`src/rtl/qdr_b4_pkg.sv`:
```
package qdr_b4_pkg;
  localparam int BURST_LEN = 4;

  function automatic int addr_w_for(input int dw);
    if (dw <= 9) return 19;
    else if (dw <= 18) return 18;
    else return 17;
  endfunction

  // nine-bit lanes when the word allows it, else nibble lanes
  function automatic int lanes_for(input int dw);
    if (dw % 9 == 0) return dw / 9;
    else return dw / 4;
  endfunction
endpackage

```
`src/rtl/qdr_b4_req_ctrl.sv`:
```
module qdr_b4_req_ctrl #(
  parameter int GRP_W = 4
) (
  input  logic             clk_i,
  input  logic             rst_ni,
  input  logic             rd_req_i,
  input  logic             wr_req_i,
  input  logic [GRP_W-1:0] grp_i,
  output logic             rd_acc_o,
  output logic             wr_acc_o,
  output logic             wr_ph2_o,
  output logic [GRP_W-1:0] wr_grp_o,
  output logic             err_o
);
  logic             rd_last_q;
  logic             wr_last_q;
  logic [GRP_W-1:0] wr_grp_q;
  logic             err_q;
  logic             dual;
  logic             err_d;

  assign dual     = rd_req_i & wr_req_i;
  assign rd_acc_o = rd_req_i & ~wr_req_i & ~rd_last_q;
  assign wr_acc_o = wr_req_i & ~rd_req_i & ~wr_last_q;
  assign err_d    = dual | (rd_req_i & rd_last_q) | (wr_req_i & wr_last_q);

  always_ff @(posedge clk_i or negedge rst_ni) begin
    if (!rst_ni) begin
      rd_last_q <= 1'b0;
      wr_last_q <= 1'b0;
      wr_grp_q  <= '0;
      err_q     <= 1'b0;
    end else begin
      rd_last_q <= rd_acc_o;
      wr_last_q <= wr_acc_o;
      err_q     <= err_d;
      if (wr_acc_o) wr_grp_q <= grp_i;
    end
  end

  assign wr_ph2_o = wr_last_q;
  assign wr_grp_o = wr_grp_q;
  assign err_o    = err_q;
endmodule

```
`src/rtl/qdr_b4_array.sv`:
```
module qdr_b4_array import qdr_b4_pkg::*; #(
  parameter int DATA_W = 18,
  parameter int LANES  = 2,
  parameter int GROUPS = 16,
  localparam int GRP_W  = $clog2(GROUPS),
  localparam int LANE_W = DATA_W / LANES
) (
  input  logic                clk_i,
  input  logic                rst_ni,
  input  logic                we_i,
  input  logic [GRP_W-1:0]    w_grp_i,
  input  logic                w_hi_i,
  input  logic [2*DATA_W-1:0] wdata_i,
  input  logic [2*LANES-1:0]  blk_i,
  input  logic [GRP_W-1:0]    r_grp_i,
  input  logic                r_hi_i,
  output logic [2*DATA_W-1:0] rdata_o
);
  logic [BURST_LEN-1:0][DATA_W-1:0] mem [GROUPS];
  logic [2*LANES-1:0] lane_we;

  for (genvar i = 0; i < 2*LANES; i++) begin : g_lane
    assign lane_we[i] = we_i & ~blk_i[i];
  end

  always_ff @(posedge clk_i or negedge rst_ni) begin
    if (!rst_ni) begin
      for (int g = 0; g < GROUPS; g++) mem[g] <= '0;
    end else begin
      for (int w = 0; w < 2; w++) begin
        for (int l = 0; l < LANES; l++) begin
          if (lane_we[w*LANES+l])
            mem[w_grp_i][{w_hi_i, 1'(w)}][l*LANE_W +: LANE_W]
              <= wdata_i[w*DATA_W + l*LANE_W +: LANE_W];
        end
      end
    end
  end

  assign rdata_o = {mem[r_grp_i][{r_hi_i, 1'b1}], mem[r_grp_i][{r_hi_i, 1'b0}]};
endmodule

```
`src/rtl/qdr_b4_rd_pipe.sv`:
```
module qdr_b4_rd_pipe #(
  parameter int DATA_W = 18,
  parameter int GRP_W  = 4,
  parameter int RD_LAT = 2,
  localparam int STG   = RD_LAT - 1
) (
  input  logic                clk_i,
  input  logic                rst_ni,
  input  logic                acc_i,
  input  logic [GRP_W-1:0]    grp_i,
  output logic [GRP_W-1:0]    arr_grp_o,
  output logic                arr_hi_o,
  input  logic [2*DATA_W-1:0] arr_data_i,
  output logic [2*DATA_W-1:0] rdata_o,
  output logic                rvalid_o
);
  logic [STG-1:0]      st_v;
  logic [GRP_W-1:0]    st_g [STG];
  logic                ph2_q;
  logic [GRP_W-1:0]    ph2_g_q;
  logic                head_v;
  logic [GRP_W-1:0]    head_g;
  logic                out_v;
  logic [2*DATA_W-1:0] rdata_q;
  logic                rvalid_q;

  assign head_v    = st_v[STG-1];
  assign head_g    = st_g[STG-1];
  // reads are at least two cycles apart, so head and second half never overlap
  assign arr_grp_o = ph2_q ? ph2_g_q : head_g;
  assign arr_hi_o  = ph2_q;
  assign out_v     = head_v | ph2_q;

  always_ff @(posedge clk_i or negedge rst_ni) begin
    if (!rst_ni) begin
      st_v     <= '0;
      for (int i = 0; i < STG; i++) st_g[i] <= '0;
      ph2_q    <= 1'b0;
      ph2_g_q  <= '0;
      rdata_q  <= '0;
      rvalid_q <= 1'b0;
    end else begin
      st_v[0] <= acc_i;
      st_g[0] <= grp_i;
      for (int i = 1; i < STG; i++) begin
        st_v[i] <= st_v[i-1];
        st_g[i] <= st_g[i-1];
      end
      ph2_q    <= head_v;
      ph2_g_q  <= head_g;
      rvalid_q <= out_v;
      rdata_q  <= out_v ? arr_data_i : '0;
    end
  end

  assign rdata_o  = rdata_q;
  assign rvalid_o = rvalid_q;
endmodule

```
`src/rtl/qdr_b4_sram.sv`:
```
module qdr_b4_sram import qdr_b4_pkg::*; #(
  parameter int DATA_W = 18,
  parameter int GROUPS = 16,
  parameter int RD_LAT = 2,
  localparam int ADDR_W = addr_w_for(DATA_W),
  localparam int LANES  = lanes_for(DATA_W)
) (
  input  logic                clk_i,
  input  logic                rst_ni,
  input  logic                rd_req_i,
  input  logic                wr_req_i,
  input  logic [ADDR_W-1:0]   addr_i,
  input  logic [2*DATA_W-1:0] wdata_i,
  input  logic [2*LANES-1:0]  wr_blk_i,
  output logic [2*DATA_W-1:0] rdata_o,
  output logic                rvalid_o,
  output logic                proto_err_o
);
  localparam int GRP_W = $clog2(GROUPS);

  logic [GRP_W-1:0]    grp;
  logic                rd_acc;
  logic                wr_acc;
  logic                wr_ph2;
  logic [GRP_W-1:0]    wr_grp_q;
  logic                arr_we;
  logic [GRP_W-1:0]    arr_w_grp;
  logic [GRP_W-1:0]    arr_r_grp;
  logic                arr_r_hi;
  logic [2*DATA_W-1:0] arr_rdata;

  assign grp       = addr_i[GRP_W-1:0];
  assign arr_we    = wr_acc | wr_ph2;
  assign arr_w_grp = wr_ph2 ? wr_grp_q : grp;

  qdr_b4_req_ctrl #(.GRP_W(GRP_W)) i_req_ctrl (
    .clk_i    (clk_i),
    .rst_ni   (rst_ni),
    .rd_req_i (rd_req_i),
    .wr_req_i (wr_req_i),
    .grp_i    (grp),
    .rd_acc_o (rd_acc),
    .wr_acc_o (wr_acc),
    .wr_ph2_o (wr_ph2),
    .wr_grp_o (wr_grp_q),
    .err_o    (proto_err_o)
  );

  qdr_b4_array #(.DATA_W(DATA_W), .LANES(LANES), .GROUPS(GROUPS)) i_array (
    .clk_i   (clk_i),
    .rst_ni  (rst_ni),
    .we_i    (arr_we),
    .w_grp_i (arr_w_grp),
    .w_hi_i  (wr_ph2),
    .wdata_i (wdata_i),
    .blk_i   (wr_blk_i),
    .r_grp_i (arr_r_grp),
    .r_hi_i  (arr_r_hi),
    .rdata_o (arr_rdata)
  );

  qdr_b4_rd_pipe #(.DATA_W(DATA_W), .GRP_W(GRP_W), .RD_LAT(RD_LAT)) i_rd_pipe (
    .clk_i      (clk_i),
    .rst_ni     (rst_ni),
    .acc_i      (rd_acc),
    .grp_i      (grp),
    .arr_grp_o  (arr_r_grp),
    .arr_hi_o   (arr_r_hi),
    .arr_data_i (arr_rdata),
    .rdata_o    (rdata_o),
    .rvalid_o   (rvalid_o)
  );
endmodule

```
`config.mk`:
```
export PLATFORM = sky130hd
export DESIGN_NAME = qdr_b4_sram
export DESIGN_NICKNAME = d
export VERILOG_FILES = /design/src/rtl/qdr_b4_pkg.sv /design/src/rtl/qdr_b4_req_ctrl.sv /design/src/rtl/qdr_b4_array.sv /design/src/rtl/qdr_b4_rd_pipe.sv /design/src/rtl/qdr_b4_sram.sv
export SDC_FILE = /design/constraint.sdc
export NUM_CORES = 2
export LEC_CHECK = 0
export ABC_AREA = 0
export BUFFER_PORTS_ARGS = -buffer_cell sky130_fd_sc_hd__buf_4
export CELL_PAD_IN_SITES_DETAIL_PLACEMENT = 0
export CELL_PAD_IN_SITES_GLOBAL_PLACEMENT = 2
export CORE_ASPECT_RATIO = 1.25
export CORE_MARGIN = 2
export CORE_UTILIZATION = 40
export CTS_CLUSTER_SIZE = 25
export DETAILED_ROUTE_END_ITERATION = 7
export GPL_TIMING_DRIVEN = 0
export PLACE_DENSITY_LB_ADDON = 0.05
export SYNTH_ARGS = -nofsm -noshare
export SYNTH_HDL_FRONTEND = slang
export SYNTH_HIERARCHICAL = 1
export SYNTH_SLANG_ARGS = --single-unit
```
`constraint.sdc`:
```
create_clock -name clk_i -period 2.75 [get_ports clk_i]
set_input_delay 0.1375 -clock clk_i [delete_from_list [all_inputs] [get_ports clk_i]]
set_output_delay 0.1375 -clock clk_i [all_outputs]
set_load 0.005 [all_outputs]
```
======== Yosys cells after proc, flatten, opt, wreduce, memory -nomap -nowiden ========
Cells that the tools add are included.
cells by class
  order comparisons ....................... 9
  muxes and demuxes ....................... 34
  bitwise gates (word level) .............. 25
  reductions and logical operators ........ 3
operator list
  kind                                                                          number
  1152-bit bitwise mux                                                          4
  1152-bit two-way mux                                                          4
  72-bit demux with 4-bit select                                                4
  72-bit binary-select mux with 4-bit select                                    1
  72-bit two-way mux                                                            4
  18-bit two-way mux                                                            6
  54-bit two-way mux                                                            2
  18-bit demux with 1-bit select                                                4
  36-bit two-way mux                                                            1
  9-bit two-way mux                                                             2
  2-bit by 3-bit less-than comparator with 1-bit output, second input constant  4
  1-bit AND                                                                     11
  5-bit >= comparator, second input constant                                    2
  4-bit inverter with 5-bit output                                              2
  4-bit two-way mux                                                             2
  1-bit inverter                                                                8
  5-bit by 1-bit less-than comparator with 1-bit output, second input constant  1
  2-bit by 1-bit >= comparator with 1-bit output, second input constant         2
  1-bit bitwise OR                                                              4
  1-bit logical AND                                                             3
storage, ports and cells
  register bits after elaboration ......... 1,205
  input bits .............................. 62
  output and inout port bits .............. 38
  logic and storage cells ................. 144

======== Depth between registers and ports, before layout ========
  depth after elaboration ................. 14
  mapped depth ............................ 12
  mapped depth without buffers ............ 7

======== Hierarchy ========
The synthesis kept the hierarchy.
modules (own cells, without submodules)
  module           instances  cells each  area each (um^2)  seq. area each (um^2)
  qdr_b4_array     1          3,923       53,303.6          28,827.6
  qdr_b4_rd_pipe   1          97          1,571.5           1,176.1
  qdr_b4_req_ctrl  1          16          259.0             175.2
  qdr_b4_sram      1          5           51.3              0.0

======== Worst setup path before layout ========
No wires, ideal clock.
  path kind ............................... register to register
  start point ............................. register i_req_ctrl.wr_last_q, in the netlist i_req_ctrl/wr_ph2_o
  end point ............................... register, netlist name i_array/mem[471]
  library setup time ...................... 0.125 ns
  data arrival time ....................... 2.319 ns
  data required time ...................... 2.625 ns
  path slack .............................. 0.306 ns
  stages on the path, launching flop included .. 7
  path buffers ............................ 1
  clock period less this slack ............ 2.444 ns
  cell sequence ........................... dfrtp_1 -> mux2_2 -> or3b_1 -> or2_1 -> buf_2 -> nor2_8 -> mux2_2
between the ends
  longest elaborated chain between the ends .. 14
  elaborated cells on any way between the ends .. 32
  those cells by class .................... 4 x order compare; 18 x mux; 8 x bitwise; 2 x reduce/logical
RTL lines
  what                                                                                                                       RTL line               RTL
  start: declaration                                                                                                         qdr_b4_req_ctrl.sv:16  logic wr_last_q;
  start signal: assignment                                                                                                   qdr_b4_req_ctrl.sv:35  wr_last_q <= wr_acc_o;
  4-bit two-way mux (*)                                                                                                      qdr_b4_sram.sv:34      assign arr_w_grp = wr_ph2 ? wr_grp_q : grp;
  named net arr_w_grp[1]                                                                                                     qdr_b4_sram.sv:27      logic [GRP_W-1:0] arr_w_grp;
  4-bit inverter with 5-bit output (implied by the code) (*)                                                                 qdr_b4_array.sv:33     mem[w_grp_i][{w_hi_i, 1'(w)}][l*LANE_W +: LANE_W]
  5-bit >= comparator (implied by the code) / 5-bit by 1-bit less-than comparator with 1-bit output (equally long branches)  qdr_b4_array.sv:33
  1-bit logical AND (implied by the code)                                                                                    qdr_b4_array.sv:33
  54-bit two-way mux (implied by the code)                                                                                   qdr_b4_array.sv:33
  72-bit demux with 4-bit select                                                                                             qdr_b4_array.sv:33
  1152-bit bitwise mux                                                                                                       qdr_b4_array.sv:33
  1152-bit two-way mux                                                                                                       qdr_b4_array.sv:32     if (lane_we[w*LANES+l])
  1152-bit bitwise mux                                                                                                       qdr_b4_array.sv:33
  1152-bit two-way mux                                                                                                       qdr_b4_array.sv:32
  1152-bit bitwise mux                                                                                                       qdr_b4_array.sv:33
  1152-bit two-way mux                                                                                                       qdr_b4_array.sv:32
  1152-bit bitwise mux                                                                                                       qdr_b4_array.sv:33
  1152-bit two-way mux (*)                                                                                                   qdr_b4_array.sv:32
Mark *: on every way through the listed nets, which the timed path passes. The rest lies on a longest branch.
A chain may end at the register's enable or synchronous reset.

======== Worst setup path after layout ========
  start point ............................. register i_rd_pipe.ph2_q, in the netlist i_rd_pipe/arr_hi_o
  end point ............................... register i_rd_pipe.rdata_q[21], in the netlist i_rd_pipe/rdata_o[21]
between the ends
  longest elaborated chain between the ends .. 8
  elaborated cells on any way between the ends .. 9
  those cells by class .................... 7 x mux; 2 x bitwise
RTL lines
  what                                                    RTL line              RTL
  start: declaration                                      qdr_b4_rd_pipe.sv:19  logic ph2_q;
  start signal: assignment                                qdr_b4_rd_pipe.sv:49  ph2_q <= head_v;
  4-bit two-way mux                                       qdr_b4_rd_pipe.sv:30  assign arr_grp_o = ph2_q ? ph2_g_q : head_g;
  named net arr_r_grp[1]                                  qdr_b4_sram.sv:28     logic [GRP_W-1:0] arr_r_grp;
  4-bit inverter with 5-bit output (implied by the code)  qdr_b4_array.sv:40    assign rdata_o = {mem[r_grp_i][{r_hi_i, 1'b1}], mem[r_grp_i][{r_hi_i, 1'b0}]};
  72-bit binary-select mux with 4-bit select              qdr_b4_array.sv:40
  72-bit two-way mux (implied by the code) (2 in series)  qdr_b4_array.sv:40
  18-bit two-way mux (implied by the code) (2 in series)  qdr_b4_array.sv:40
  named net arr_rdata[21]                                 qdr_b4_sram.sv:30     logic [2*DATA_W-1:0] arr_rdata;
  36-bit two-way mux                                      qdr_b4_rd_pipe.sv:52  rdata_q <= out_v ? arr_data_i : '0;
  end signal: assignment                                  qdr_b4_rd_pipe.sv:52
  end: declaration                                        qdr_b4_rd_pipe.sv:24  logic [2*DATA_W-1:0] rdata_q;
The timed path passes the listed nets, and every way through them passes these cells. The select of a mux whose other input is x is not followed.

==> flow_summary.rst <==
.. list-table::
   :header-rows: 1

   * - Metric
     - Value
   * - Power density cells
     - between 700 and 800 mW/mm2
   * - Area share of the leading cell type in the synthesized netlist
     - 54.7%
   * - Reported leakage power
     - 33.1 nW
   * - Number of global-route vias before repair
     - around 38k
   * - Number of maximum-capacitance violations
     - 0
   * - Grt ovf
     - 0
   * - Vias after detailed routing
     - 37.4k
   * - Synth top area cells
     - sky130_fd_sc_hd__dfrtp_1 (55%), sky130_fd_sc_hd__mux2_2 (24%), sky130_fd_sc_hd__mux2i_1 (10%), sky130_fd_sc_hd__a22oi_1 (1.5%), sky130_fd_sc_hd__clkbuf_1 (1.2%)
   * - Ports placed on the boundary
     - 100
   * - Async SR Flop Fraction
     - 100%
   * - Largest net degree at the start of global routing
     - 170
   * - Register clock-pin slew on the reported worst setup and hold paths
     - around 0.06 ns
   * - Number of distinct library cells after synthesis
     - 37
   * - Slew at the pin with the worst max-slew slack
     - 1.11 ns
   * - Worst Path Arrival
     - 3.52 ns
   * - Detail Placement HPWL
     - ~150 mm
   * - Worst hold path type
     - in2async
   * - Mean area per synthesized cell
     - 13.7 um2
   * - Drt first pass iters
     - 5
   * - Crit path max-delay cell type
     - sky130_fd_sc_hd__dfrtp_2
   * - Net switching power figure
     - 13.7 mW
   * - Number of flops mapped to enable cells by yosys
     - 0
   * - Synth warnings
     - 6
   * - Critical Path Fanout Max
     - 8
   * - Share of layout cells above drive strength 1
     - 44.9%
   * - Area added between synthesis and finish
     - 24.6%
   * - Maximum frequency from static timing analysis
     - 348 MHz
   * - Tcrit/Tclk final
     - 105%
   * - Number of H-tree levels
     - 4
   * - Seq/Total Area, Yosys
     - 54.7%
   * - Routed Wire Length
     - approximately 240 mm
   * - Ordered list of cells on the worst path
     - buf_12 > mux2_4 > buf_12 > buf_12 > buf_16 > buf_16 > buf_12 > mux2i_4 > a22oi_2 > a31oi_2 > nand3_1 > o21a_1
   * - Post-route antenna net violation count
     - 0
   * - Global-route wire length before repair
     - 318 mm
   * - Sequential share of power
     - 44.6%
   * - Count of clock tree sinks
     - roughly 1.2k
   * - Wire per inst
     - 36.7 um
   * - All-layer global routing usage
     - 33.3%
   * - Clock buffer count from CTS
     - 135
   * - Most common cell type on the critical path
     - sky130_fd_sc_hd__buf_12
   * - TritonCTS clock tree
     - built
   * - Delay of the slowest cell on the worst path
     - 0.48 ns
   * - Clock root cell
     - sky130_fd_sc_hd__clkbuf_16
   * - Top post-synthesis cells by count
     - sky130_fd_sc_hd__dfrtp_1 (1,206), sky130_fd_sc_hd__mux2_2 (1,154), sky130_fd_sc_hd__mux2i_1 (576)
   * - Worst slew margin
     - between 20% and 30%
   * - Final critical-path required period
     - 2.87 ns
   * - End-of-flow core utilization
     - 50.1%
   * - Clock latency of the later-clocked register in the worst-skew pair
     - ~0.77 ns
   * - DIE AREA
     - 0.141 mm2
   * - Placement-stage worst setup slack
     - -2.39 ns
   * - Residual DRC
     - 0
   * - Total power of the final layout
     - 49.0 mW
   * - Std-Cell Rows
     - roughly 150
   * - Type of the worst setup path
     - reg2reg
   * - Run status
     - finished with violations
   * - Initial drt markers
     - 2,954
   * - Final-report max-slew violation count
     - 0
   * - Last weighted congestion value of the routability-driven placer
     - approximately 0.9
   * - Violated checks
     - setup timing
   * - Internal reg-to-reg setup slack
     - -0.12 ns
   * - Clock tree buffer depth
     - 3
   * - Post-synthesis cell type with the largest combined area
     - sky130_fd_sc_hd__dfrtp_1
   * - # port buffers
     - 85
   * - Post-Syn Nets
     - 4,103
   * - Fin Clk Skew
     - 0.0183 ns
   * - Unrepaired setup endpoints after global routing
     - yes
   * - Share of power burned in combinational logic
     - ~18%
   * - Initial cell density of the core
     - around 40%
   * - Height of the chip
     - between 400 and 500 um
   * - Post-synthesis cell count
     - between 4k and 5k
   * - Net switching share of the total power
     - 27.9%
   * - Most used DFF post-synth
     - sky130_fd_sc_hd__dfrtp_1
   * - Antenna violations before repair
     - 5
   * - Setup slack after layout
     - -0.124 ns
   * - Fraction of power consumed by the clock network
     - 36.9%
   * - Critical path endpoint category
     - register
   * - Peak supply drop
     - 482 uV
   * - Total non-filler cell area in the finished layout
     - roughly 0.069 mm2
   * - Final hold violations
     - 0
   * - Horizontal die dimension
     - 336 um
   * - Count leader, synth
     - sky130_fd_sc_hd__dfrtp_1
   * - Combined area of all synthesized cells
     - 0.0552 mm2
   * - Number of nets in the final layout
     - 4,533
   * - Worst path required time
     - 3.39 ns
   * - Cell Int Power
     - 35.4 mW
   * - Final setup violation count
     - 25
   * - DR vias/cell
     - 5.83
   * - Number of synthesized register bits
     - 1,206
   * - Core area
     - 0.137 mm2
   * - Area after DPL
     - just under 0.06 mm2
   * - Kind of start point of the critical path
     - register
cells in the final DEF, fill, tap and decap left out, drive strengths merged:
master,count
dlygate4sd3,46
nor2,87
nand2,172
mux2i,576
clkbuf,372
nand2b,8
buf,366
nor3,40
and2b,1
or3,4
a21oi,109
and3,1
nand3,116
clkinv,10
dfrtp,1206
mux2,1165
diode,6
o21a,36
bufinv,3
nand4,1
nor3b,2
inv,2
nor2b,7
and3b,2
and2,1
a22oi,108
a31oi,36
a22o,72
or2,7
or3b,2
flip-flops by register name, summed over array words and instances, names as in the netlist:
signal / count
i_req_ctrl/wr_ph2_o: 1
i_req_ctrl/wr_grp_o: 4
i_array/mem: 1152
i_rd_pipe/rdata_o: 36
i_rd_pipe/head_v: 1
i_rd_pipe/head_g: 4
i_rd_pipe/rvalid_o: 1
i_rd_pipe/arr_hi_o: 1
i_req_ctrl/rd_last_q: 1
i_rd_pipe/ph2_g_q: 4
i_req_ctrl/err_o: 1
layout make-up:
| cell class | count | area (um2) |
|---|---|---|
| clock inverter | 15 | 158 |
| sequential | 1206 | 30200 |
| buffer | 275 | 2820 |
| fill | 11900 | 68400 |
| multi-input combinational | 2553 | 25300 |
| antenna | 6 | 15.0 |
| timing repair buffer | 300 | 3790 |
| clock buffer | 209 | 4170 |
| tap | 1848 | 2310 |
power groups by stage:
stage          combinational [mW]  clock, mW  sequential, mW
6_report                     9.04       18.1            21.9
5_1_grt                      9.51       19.2            22.2
4_1_cts                      8.69       18.5            21.8
3_5_place_dp                 7.94          0            22.1
3_3_place_gp                 7.78          0            22.1
2_1_floorplan                4.99          0            21.8
cell families (layout without fill, tap and decap cells):
logic type	after synthesis	in the layout	share of synthesized area, %
AO/OA/AOI/OAI	361	361	4.50
flip-flops	1206	1206	54.7
multiplexers	1740	1741	34.2
other	0	6	0
buffers and inverters	284	799	2.18
AND/OR/NAND/NOR	450	451	4.41
routing by layer:
layer / vias to the layer above / track usage (%) / routed length, um
li1: 15600 / - / -
met1: 20200 / 42.8 / 97300
met2: 1243 / 54.7 / 112000
met3: 431 / 5.18 / 13400
met4: 0 / 16.7 / 12700
met5: - / 0 / 0
worst max-delay path, delay by kind of cell (launching register included):
kind	cells	cell delay, ns
DFF	1	0.48
and+or+nand+nor	1	0.11
buffers and inverters	6	1.03
muxes	2	0.57
AOI/OAI and AO/OA	3	0.49
metrics by stage:
step | instances | hold slack (ns) | setup TNS (ns)
2_1_floorplan | 4041 | -0.158 | 0
3_3_place_gp | 5974 | 0.273 | -
3_5_place_dp | 5982 | 0.228 | -927.88
4_1_cts | 6362 | 0.0264 | -18.15
5_1_grt | 6407 | 0.0645 | -0.780
6_report | 6412 | 0.0200 | -1.17
what timing repair did:
item / CTS / global route
hold endpoints to repair: 228 / 0
buffers inserted: 113 / 42
pin swaps: 95 / 54
cloned: 4 / 5
resized for setup: 614 / 175
endpoints found under the setup margin: 1188 / 959
hold buffers: 46 / 0
final timing paths:
check                                          from               endpoint  depth (start not counted)
worst min register to register  i_rd_pipe/head_g[2]   i_rd_pipe/ph2_g_q[2]                          0
worst max register to register   i_rd_pipe/arr_hi_o  i_rd_pipe/rdata_o[21]                         12
max in group asynchronous                    rst_ni        i_array/mem[55]                          5
min in group clk_i                      wr_blk_i[2]       i_array/mem[959]                          4
worst min-delay path                         rst_ni      i_array/mem[1096]                          2
worst max-delay path             i_rd_pipe/arr_hi_o  i_rd_pipe/rdata_o[21]                         12
(Power assumes the default switching activity.)
